`src/rtl/zt_sram_pkg.sv`:
```
`timescale 1ns/1ps
package zt_sram_pkg;
  typedef enum logic [1:0] {
    OP_IDLE  = 2'd0,
    OP_READ  = 2'd1,
    OP_WRITE = 2'd2
  } op_e;
endpackage

```
`src/rtl/zt_cmd_pipe.sv`:
```
`timescale 1ns/1ps
module zt_cmd_pipe
  import zt_sram_pkg::*;
#(
  parameter int unsigned ADDR_W  = 8,
  parameter int unsigned LANES   = 2,
  parameter int unsigned BURST_W = 2
) (
  input  logic              clk_i,
  input  logic              rst_ni,
  input  logic              en_i,
  input  logic              sel_i,
  input  logic              load_i,
  input  logic              wr_i,
  input  logic [LANES-1:0]  lane_wr_i,
  input  logic [ADDR_W-1:0] addr_i,
  output op_e               s1_op_o,
  output logic [ADDR_W-1:0] s1_addr_o,
  output op_e               s2_op_o,
  output logic [ADDR_W-1:0] s2_addr_o,
  output logic [LANES-1:0]  s2_lanes_o
);
  op_e               s1_op_q, s2_op_q, nx_op;
  logic [ADDR_W-1:0] s1_addr_q, s2_addr_q, nx_addr;
  logic [LANES-1:0]  s1_lanes_q, s2_lanes_q;

  always_comb begin
    if (load_i) begin
      nx_op   = sel_i ? (wr_i ? OP_WRITE : OP_READ) : OP_IDLE;
      nx_addr = addr_i;
    end else begin
      // burst beat: linear wrap inside the low address bits
      nx_op   = s1_op_q;
      nx_addr = {s1_addr_q[ADDR_W-1:BURST_W], BURST_W'(s1_addr_q[BURST_W-1:0] + 1'b1)};
    end
  end

  always_ff @(posedge clk_i or negedge rst_ni) begin
    if (!rst_ni) begin
      s1_op_q    <= OP_IDLE;
      s1_addr_q  <= '0;
      s1_lanes_q <= '0;
      s2_op_q    <= OP_IDLE;
      s2_addr_q  <= '0;
      s2_lanes_q <= '0;
    end else if (en_i) begin
      s1_op_q    <= nx_op;
      s1_addr_q  <= nx_addr;
      s1_lanes_q <= lane_wr_i;
      s2_op_q    <= s1_op_q;
      s2_addr_q  <= s1_addr_q;
      s2_lanes_q <= s1_lanes_q;
    end
  end

  assign s1_op_o    = s1_op_q;
  assign s1_addr_o  = s1_addr_q;
  assign s2_op_o    = s2_op_q;
  assign s2_addr_o  = s2_addr_q;
  assign s2_lanes_o = s2_lanes_q;


  s2_follows_s1_chk: assert property (@(posedge clk_i) disable iff (!rst_ni)
    en_i |=> (s2_op_q == $past(s1_op_q) && s2_addr_q == $past(s1_addr_q)));


  burst_wrap_chk: assert property (@(posedge clk_i) disable iff (!rst_ni)
    (en_i && !load_i) |=> (s1_op_q == $past(s1_op_q) &&
      s1_addr_q == {$past(s1_addr_q[ADDR_W-1:BURST_W]),
                    BURST_W'($past(s1_addr_q[BURST_W-1:0]) + 1'b1)}));
endmodule

```
`src/rtl/zt_mem_array.sv`:
```
`timescale 1ns/1ps
module zt_mem_array #(
  parameter int unsigned DEPTH  = 256,
  parameter int unsigned LANES  = 2,
  parameter int unsigned LANE_W = 9,
  localparam int unsigned ADDR_W = $clog2(DEPTH),
  localparam int unsigned WORD_W = LANES * LANE_W
) (
  input  logic              clk_i,
  input  logic              wr_en_i,
  input  logic [ADDR_W-1:0] wr_addr_i,
  input  logic [LANES-1:0]  wr_lanes_i,
  input  logic [WORD_W-1:0] wr_data_i,
  input  logic [ADDR_W-1:0] rd_addr_i,
  output logic [WORD_W-1:0] rd_data_o
);
  for (genvar l = 0; l < LANES; l++) begin : g_lane
    logic [LANE_W-1:0] cell_q [DEPTH];

    always_ff @(posedge clk_i) begin
      if (wr_en_i && wr_lanes_i[l]) cell_q[wr_addr_i] <= wr_data_i[l*LANE_W +: LANE_W];
    end

    assign rd_data_o[l*LANE_W +: LANE_W] = cell_q[rd_addr_i];
  end
endmodule

```
`src/rtl/zt_wbuf.sv`:
```
`timescale 1ns/1ps
module zt_wbuf #(
  parameter int unsigned ADDR_W = 8,
  parameter int unsigned LANES  = 2,
  parameter int unsigned LANE_W = 9,
  localparam int unsigned WORD_W = LANES * LANE_W
) (
  input  logic              clk_i,
  input  logic              rst_ni,
  input  logic              en_i,
  input  logic              cap_i,
  input  logic [ADDR_W-1:0] cap_addr_i,
  input  logic [LANES-1:0]  cap_lanes_i,
  input  logic [WORD_W-1:0] cap_data_i,
  input  logic [ADDR_W-1:0] rd_addr_i,
  input  logic [WORD_W-1:0] arr_data_i,
  output logic              commit_o,
  output logic [ADDR_W-1:0] commit_addr_o,
  output logic [LANES-1:0]  commit_lanes_o,
  output logic [WORD_W-1:0] commit_data_o,
  output logic [WORD_W-1:0] fwd_data_o
);
  logic              pend_vld_q;
  logic [ADDR_W-1:0] pend_addr_q;
  logic [LANES-1:0]  pend_lanes_q;
  logic [WORD_W-1:0] pend_data_q;
  logic              hit_new, hit_old;

  always_ff @(posedge clk_i or negedge rst_ni) begin
    if (!rst_ni) begin
      pend_vld_q   <= 1'b0;
      pend_addr_q  <= '0;
      pend_lanes_q <= '0;
      pend_data_q  <= '0;
    end else if (en_i && cap_i) begin
      pend_vld_q   <= 1'b1;
      pend_addr_q  <= cap_addr_i;
      pend_lanes_q <= cap_lanes_i;
      pend_data_q  <= cap_data_i;
    end
  end

  // older pending write retires when the next write's data lands
  assign commit_o       = en_i & cap_i & pend_vld_q;
  assign commit_addr_o  = pend_addr_q;
  assign commit_lanes_o = pend_lanes_q;
  assign commit_data_o  = pend_data_q;

  assign hit_new = cap_i && (cap_addr_i == rd_addr_i);
  assign hit_old = pend_vld_q && (pend_addr_q == rd_addr_i);

  for (genvar l = 0; l < LANES; l++) begin : g_fwd
    always_comb begin
      if (hit_new && cap_lanes_i[l])
        fwd_data_o[l*LANE_W +: LANE_W] = cap_data_i[l*LANE_W +: LANE_W];
      else if (hit_old && pend_lanes_q[l])
        fwd_data_o[l*LANE_W +: LANE_W] = pend_data_q[l*LANE_W +: LANE_W];
      else
        fwd_data_o[l*LANE_W +: LANE_W] = arr_data_i[l*LANE_W +: LANE_W];
    end
  end


  pend_sticky_chk: assert property (@(posedge clk_i) disable iff (!rst_ni)
    pend_vld_q |=> pend_vld_q);
endmodule

```
`src/rtl/zt_sram.sv`:
```
`timescale 1ns/1ps
module zt_sram
  import zt_sram_pkg::*;
#(
  parameter int unsigned DEPTH  = 256,
  parameter int unsigned LANES  = 2,
  parameter int unsigned LANE_W = 9,
  localparam int unsigned ADDR_W = $clog2(DEPTH),
  localparam int unsigned WORD_W = LANES * LANE_W
) (
  input  logic              clk_i,
  input  logic              rst_ni,
  input  logic              clk_en_ni,
  input  logic              cs1_ni,
  input  logic              cs2_i,
  input  logic              cs3_ni,
  input  logic              load_ni,
  input  logic              we_ni,
  input  logic [LANES-1:0]  lane_we_ni,
  input  logic [ADDR_W-1:0] addr_i,
  input  logic [WORD_W-1:0] dq_i,
  output logic [WORD_W-1:0] dq_o,
  output logic              dq_oe_o,
  input  logic              out_en_ni
);
  logic              en, sel;
  op_e               s1_op, s2_op;
  logic [ADDR_W-1:0] s1_addr, s2_addr;
  logic [LANES-1:0]  s2_lanes;
  logic              commit;
  logic [ADDR_W-1:0] commit_addr;
  logic [LANES-1:0]  commit_lanes;
  logic [WORD_W-1:0] commit_data, arr_rd, fwd;
  logic [WORD_W-1:0] dout_q;
  logic              drive_q;

  assign en  = ~clk_en_ni;
  assign sel = ~cs1_ni & cs2_i & ~cs3_ni;

  zt_cmd_pipe #(.ADDR_W(ADDR_W), .LANES(LANES), .BURST_W(2)) u_cmd (
    .clk_i      (clk_i),
    .rst_ni     (rst_ni),
    .en_i       (en),
    .sel_i      (sel),
    .load_i     (~load_ni),
    .wr_i       (~we_ni),
    .lane_wr_i  (~lane_we_ni),
    .addr_i     (addr_i),
    .s1_op_o    (s1_op),
    .s1_addr_o  (s1_addr),
    .s2_op_o    (s2_op),
    .s2_addr_o  (s2_addr),
    .s2_lanes_o (s2_lanes)
  );

  zt_wbuf #(.ADDR_W(ADDR_W), .LANES(LANES), .LANE_W(LANE_W)) u_wbuf (
    .clk_i          (clk_i),
    .rst_ni         (rst_ni),
    .en_i           (en),
    .cap_i          (s2_op == OP_WRITE),
    .cap_addr_i     (s2_addr),
    .cap_lanes_i    (s2_lanes),
    .cap_data_i     (dq_i),
    .rd_addr_i      (s1_addr),
    .arr_data_i     (arr_rd),
    .commit_o       (commit),
    .commit_addr_o  (commit_addr),
    .commit_lanes_o (commit_lanes),
    .commit_data_o  (commit_data),
    .fwd_data_o     (fwd)
  );

  zt_mem_array #(.DEPTH(DEPTH), .LANES(LANES), .LANE_W(LANE_W)) u_mem (
    .clk_i      (clk_i),
    .wr_en_i    (commit),
    .wr_addr_i  (commit_addr),
    .wr_lanes_i (commit_lanes),
    .wr_data_i  (commit_data),
    .rd_addr_i  (s1_addr),
    .rd_data_o  (arr_rd)
  );

  always_ff @(posedge clk_i or negedge rst_ni) begin
    if (!rst_ni) begin
      dout_q  <= '0;
      drive_q <= 1'b0;
    end else if (en) begin
      drive_q <= (s1_op == OP_READ);
      if (s1_op == OP_READ) dout_q <= fwd;
    end
  end

  assign dq_o    = dout_q;
  assign dq_oe_o = drive_q & ~out_en_ni;


  stall_hold_chk: assert property (@(posedge clk_i) disable iff (!rst_ni)
    clk_en_ni |=> ($stable(dout_q) && $stable(drive_q)));


  no_drive_in_wr_slot_chk: assert property (@(posedge clk_i) disable iff (!rst_ni)
    (s2_op == OP_WRITE) |-> !drive_q);


  deselect_idle_chk: assert property (@(posedge clk_i) disable iff (!rst_ni)
    (en && !load_ni && !sel) |=> (s1_op == OP_IDLE));
endmodule

```
`config.mk`:
```
export PLATFORM = sky130hd
export DESIGN_NAME = zt_sram
export DESIGN_NICKNAME = d
export VERILOG_FILES = /design/src/rtl/zt_sram_pkg.sv /design/src/rtl/zt_cmd_pipe.sv /design/src/rtl/zt_mem_array.sv /design/src/rtl/zt_wbuf.sv /design/src/rtl/zt_sram.sv
export SDC_FILE = /design/constraint.sdc
export NUM_CORES = 2
export LEC_CHECK = 0
export BUFFER_PORTS_ARGS = -buffer_cell sky130_fd_sc_hd__buf_2
export CAP_MARGIN = 40
export CORE_UTILIZATION = 50
export CTS_CLUSTER_SIZE = 20
export DETAILED_ROUTE_END_ITERATION = 10
export GPL_ROUTABILITY_DRIVEN = 0
export PLACE_DENSITY = 0.71
export RECOVER_POWER = 50
export SLEW_MARGIN = 5
export SYNTH_ARGS = -nofsm -noshare
export SYNTH_HDL_FRONTEND = slang
export SYNTH_HIERARCHICAL = 1
export SYNTH_MEMORY_MAX_BITS = 65536
export SYNTH_SLANG_ARGS = --single-unit
```
`constraint.sdc`:
```
create_clock -name clk_i -period 7.5 [get_ports clk_i]
set_input_delay 1.125 -clock clk_i [delete_from_list [all_inputs] [get_ports clk_i]]
set_output_delay 1.125 -clock clk_i [all_outputs]
set_load 0.03 [all_outputs]
```
* After elaboration in Yosys (flattened, before gate mapping)
Memories as Yosys holds them, arrays and structs flattened.
Index checks and enable logic that the tools add are counted.
** Word-level totals
- Register bits after elaboration :: 72
- Memory bits (writable) :: 4608
- Bits of input ports :: 37
- Output and inout bits :: 19
- Word-level logic and storage cells :: 53
- Memories kept :: 2
** Memory list
- u_mem.g_lane[0].cell_q :: words 256, width 9, read ports 1, clocked after Yosys merged registers in 0, wr ports 1, RTL line zt_mem_array.sv:18 : logic [LANE_W-1:0] cell_q [DEPTH];
- u_mem.g_lane[1].cell_q :: words 256, width 9, read ports 1, clocked after Yosys merged registers in 0, wr ports 1, RTL line zt_mem_array.sv:18
** Operators by class
- $add $sub $neg :: 1
- Equality and inequality tests :: 4
- Muxes and demuxes :: 11
- Bitwise operators :: 11
- Reduce and logical (&&, ||, !) cells :: 11
** Operators with widths (number)
- 9-bit two-way mux :: 4
- 8-bit == test :: 2
- 1-bit logical AND :: 9
- 2-bit two-way mux :: 3
- 1-bit AND :: 5
- 1-bit NOT :: 5
- 1-bit two-way mux :: 4
- 2-bit AND reduction :: 2
- 2-bit by 1-bit adder with 2-bit output, second input constant :: 1
- 2-bit by 1-bit == test with 1-bit output, second input constant :: 1
- 2-bit == test, second input constant :: 1
- 2-bit NOT :: 1

* Logic depth before layout (Yosys ltp)
- Depth in word-level cells :: 6
- Mapped depth :: 15
- Gate-level depth less buffers :: 9

* Modules after synthesis
The synthesis kept the hierarchy.
** Modules (own cells, without submodules)
- zt_mem_array :: instances 1, cells an instance 8493, area each 179345.8 um^2, sequential area each 138372.7 um^2
- zt_wbuf :: instances 1, cells an instance 132, area each 1789.2 um^2, sequential area each 725.7 um^2
- zt_cmd_pipe :: instances 1, cells an instance 62, area each 962.2 um^2, sequential area each 600.6 um^2
- zt_sram :: instances 1, cells an instance 49, area each 803.3 um^2, sequential area each 475.5 um^2

* Worst setup path after synthesis
OpenSTA, ideal clock, no wires.
- Kind :: flip-flop to flip-flop
- Start :: register u_wbuf.pend_data_q[12], in the netlist u_wbuf/commit_data_o[12]
- End :: register dout_q[12], in the netlist dq_o[12]
- Setup time :: 0.065 ns
- Arrival time :: 3.980 ns
- Required time :: 7.435 ns
- Slack :: 3.455 ns
- Stages on the path, launching flop included :: 4
- Path buffers :: 0
- Clock period less this slack :: 4.045 ns
- Cell sequence :: dfrtp_1 > mux2_2 > mux2_2 > mux2_4
** Between the ends
- Cells in the longest elaborated chain, start to end :: 2
** Ends and longest elaborated chain
- from (decl) :: RTL line zt_wbuf.sv:26 : logic [WORD_W-1:0] pend_data_q;
- from (signal assigned) :: RTL line zt_wbuf.sv:39 : pend_data_q <= cap_data_i;
- 9-bit two-way mux :: RTL line zt_wbuf.sv:56 : else if (hit_old && pend_lanes_q[l])
- 9-bit two-way mux :: RTL line zt_wbuf.sv:54 : if (hit_new && cap_lanes_i[l])
- via fwd[12] :: RTL line zt_sram.sv:33 : logic [WORD_W-1:0] commit_data, arr_rd, fwd;
- to (signal assigned) :: RTL line zt_sram.sv:89 : if (s1_op == OP_READ) dout_q <= fwd;
- to (decl) :: RTL line zt_sram.sv:34 : logic [WORD_W-1:0] dout_q;
The timed path passes the listed nets, and every way through them passes these cells.
A chain may end at the register's enable or synchronous reset.

* Final worst setup path
- Start :: register u_wbuf.pend_data_q[0], in the netlist u_wbuf/commit_data_o[0]
- End :: memory u_mem.g_lane[0].cell_q[22][0] (data pin)
** RTL lines (RTL line)
- to (decl) :: zt_mem_array.sv:18
Straight into the memory's write port.

==> results_dict.tcl <==
set metrics [dict create \
    cp_max_fo 192 \
    met1_usage_pct 34.71 \
    crit_path_end_kind "register" \
    cp_cell_sequence "clkbuf_2" \
    postCtsSetupRepairBufs 0 \
    ys.flop_type "edfxtp_1" \
    synthArstFlopShare_pct 1.538 \
    ant_nets 0 \
    hpwlAfterDp_um 279900 \
    syn-cell-area_um2 182900 \
    synth_top_family_by_area "multiplexers" \
    setup_viol 0 \
    tritoncts "done" \
    peakVddDrop_mv 0.2758 \
    grtUsageMet2_pct 38.67 \
    postPlaceCellArea_um2 189300 \
    grt.overflow.total 0 \
    synth_compound_area_share_pct 3.362 \
    num_io_pins 56 \
    max_freq_mhz 161.6 \
    cts_buffers 437 \
    first_iter_violations 13320 \
    min_path_type "input pin to register" \
    use_met3_pct 5.613 \
    antenna_found_initial 22 \
    p_total_mw 67.88 \
    synth_xor_area_share_pct 0.06225 \
    cp-startpoint "u_wbuf/commit_data_o[0]" \
    clk_latency_ns 0.94 \
    yosysTopAreaCell "edfxtp_1" \
    synthAdderAreaFrac_pct 0 \
    cts_sinks 4680 \
    cp_data_required_time_ns 7.59 \
    p_leak_nw 64.86 \
    vias 93370 \
    drv_cap 43 \
    grt_pass1_wl_um 660800 \
    worst-setup-path-type "register to register" \
    fin_skew_ns 0.04972 \
    synthTopCellsByArea "edfxtp_1, mux4_2, mux2i_1, o221ai_1, nor2_1" \
    grt_busiest_layer "met2" \
    synth-edff-count 4608 \
    cts_resized 0 \
    clk_path_buf_depth 4 \
    htree_num_levels 5 \
    fillers 25910 \
    syn_to_final_growth_pct 11.39 \
    yosys_warnings 6 \
    die_y_um 606.8 \
    cts-root-buf "clkbuf_16" \
    period_share_pct 82.49 \
    reg2reg_slack_ns 1.31 \
    grt_use_total_pct 24.94 \
    arrival_ns 6.27 \
    timing.slew.headroom_pct -217.7 \
    design_area_um2 203700 \
    syn_area_per_cell_um2 20.94 \
    netlist_instances 8736 \
    hold_start "addr_i[3]" \
    slowest_delay_ns 2.83 \
    synth-simple-area-share_pct 2.247 \
    cp_num_buf_inv 1 \
    rows 221 \
    routed_wl_um 464100 \
    period_needed_ns 6.187 \
    coreArea_um2 363100 \
    final.setup.tns_ns 0 \
    finish.utilization_pct 56.12 \
    nets 9084 \
    grt_max_degree 223 \
    ctsHoldBuffers 0 \
    synth_nets 8773 \
    hold_violations 0 \
    p_per_area_nw_per_um2 333.2 \
    drc 0 \
    dieWidth_um 606.8 \
    drv_slew 3459 \
    synth_seq_cells 4680 \
    grt_pass1_vias 91370 \
    status "finished, violations left" \
    start_util_pct 50.38 \
    clkSlewWorstSetupHoldPaths_ns 0.06 \
    firstDrtPassIters 6 \
    yosysUniqueCellTypes 71 \
    yosysSeqAreaShare_pct 76.64 \
    regToRegStartpoint "u_wbuf/commit_data_o[0]" \
    layout-drive-gt1-share_pct 22.23 \
    yosys-mux-area-fraction_pct 15.79 \
    vias_per_cell 6.564 \
    cp_slowest_cell "clkbuf_2" \
    cp-start-kind "register" \
    wl_per_cell_um 32.63 \
    crit_family "buffers and inverters" \
    failed_checks "capacitance limit, slew limit" \
    worst_pin_slew_ns 4.766 \
    synth_top_area_share_pct 75.65 \
    io_buffer_count 55 \
    rsz0062_at_grt "no" \
    whs_ns 0.4368 \
    design.die.area_um2 368200 \
]
## Yosys cell counts, drive strengths merged, types with 41 or more instances
cell / number
mux4: 911
dfrtp: 72
o21ai: 41
edfxtp: 4608
o22ai: 143
o221ai: 315
clkbuf: 272
nand3: 82
a211oi: 41
buf: 277
a21oi: 144
nand2: 102
mux2: 144
nor3: 104
mux2i: 656
nor2: 540
## logic make-up after synthesis
kind of cell           Yosys count
XOR/XNOR                        13
AO/OA/AOI/OAI                  831
buffers and inverters          563
multiplexers                  1711
AND/OR/NAND/NOR                938
flip-flops                    4680
## cells in the final DEF, fill, tap and decap left out, drive strengths merged, types with 4 or more instances in the layout
cell type  synthesis  routed
clkinvlp           0      18
or3                4       4
nor2b             15      15
o21ai             41      41
nand3             82      82
a2111oi            8       8
dfrtp             72      72
a211oi            41      41
a221oi            21      21
a21oi            144     144
a32oi             20      20
inv               14      21
nor2             540     540
nand2            102     102
o31ai             17      17
buf              277     373
clkbuf           272     587
mux2i            656     656
o22ai            143     143
edfxtp          4608    4608
mux4             911     911
diode              0      19
bufinv             0      58
clkinv             0     180
nand2b            10      10
nor4              38      38
o221ai           315     315
a22o              34      34
o32ai             20      20
and3               6       6
nor3             104     104
mux2             144     144
a31oi              8       8
xnor2             13      13
nand4             20      20
## registers in the layout, summed over array words and instances (netlist names)
signal,count
u_cmd/s2_op_o,2
dq_o,18
u_wbuf/pend_vld_q,1
u_cmd/s1_op_o,2
u_cmd/s1_addr_o,8
u_cmd/s2_lanes_o,2
u_wbuf/commit_lanes_o,2
u_cmd/s2_addr_o,8
u_mem/g_lane.cell_q,4608
u_wbuf/commit_data_o,18
u_wbuf/commit_addr_o,8
drive_q,1
u_cmd/s1_lanes_q,2
## power by group
part	internal, mW	switching, mW	leakage [nW]
clock network	12.9	9.43	7.01
registers	32.5	0.974	42.6
logic	3.53	8.49	15.2
total	49.0	18.9	64.9
## path summary, 6_finish.rpt
path / endpoint / depth (start not counted)
max: u_mem/g_lane[0].cell_q[22][0] / 1
min: u_cmd/s1_addr_o[3] / 2
max reg2reg: u_mem/g_lane[0].cell_q[22][0] / 1
min reg2reg: drive_q / 1
max in group asynchronous: u_cmd/s1_addr_o[1] / 2
min in group asynchronous: u_wbuf/commit_data_o[13] / 1
## metrics by stage
step           setup slack, ns  std cells
5_1_grt                 0.9679      14210
4_1_cts                  2.208      14160
2_1_floorplan            3.455       8736
6_report                 1.313      14220
3_5_place_dp             2.235      13360
3_3_place_gp             1.922      13200
## layer usage
layer / routed length (µm) / up-vias
met5: 95 / -
met4: 20660 / 16
met3: 52380 / 1029
met2: 218600 / 6132
met1: 172300 / 48830
li1: - / 37370
## cell type report
type | instances | area (µm²) | area share [%]
sequential | 4680 | 140200 | 68.82
multi-input combinational | 3493 | 39440 | 19.36
clock buffer | 540 | 11540 | 5.666
tap | 4794 | 5998 | 2.944
timing repair buffer | 421 | 3585 | 1.759
clock inverter | 263 | 2854 | 1.401
inverter | 14 | 66.31 | 0.03255
antenna | 19 | 47.55 | 0.02334
No activity file was read; power rests on OpenSTA's default activity.
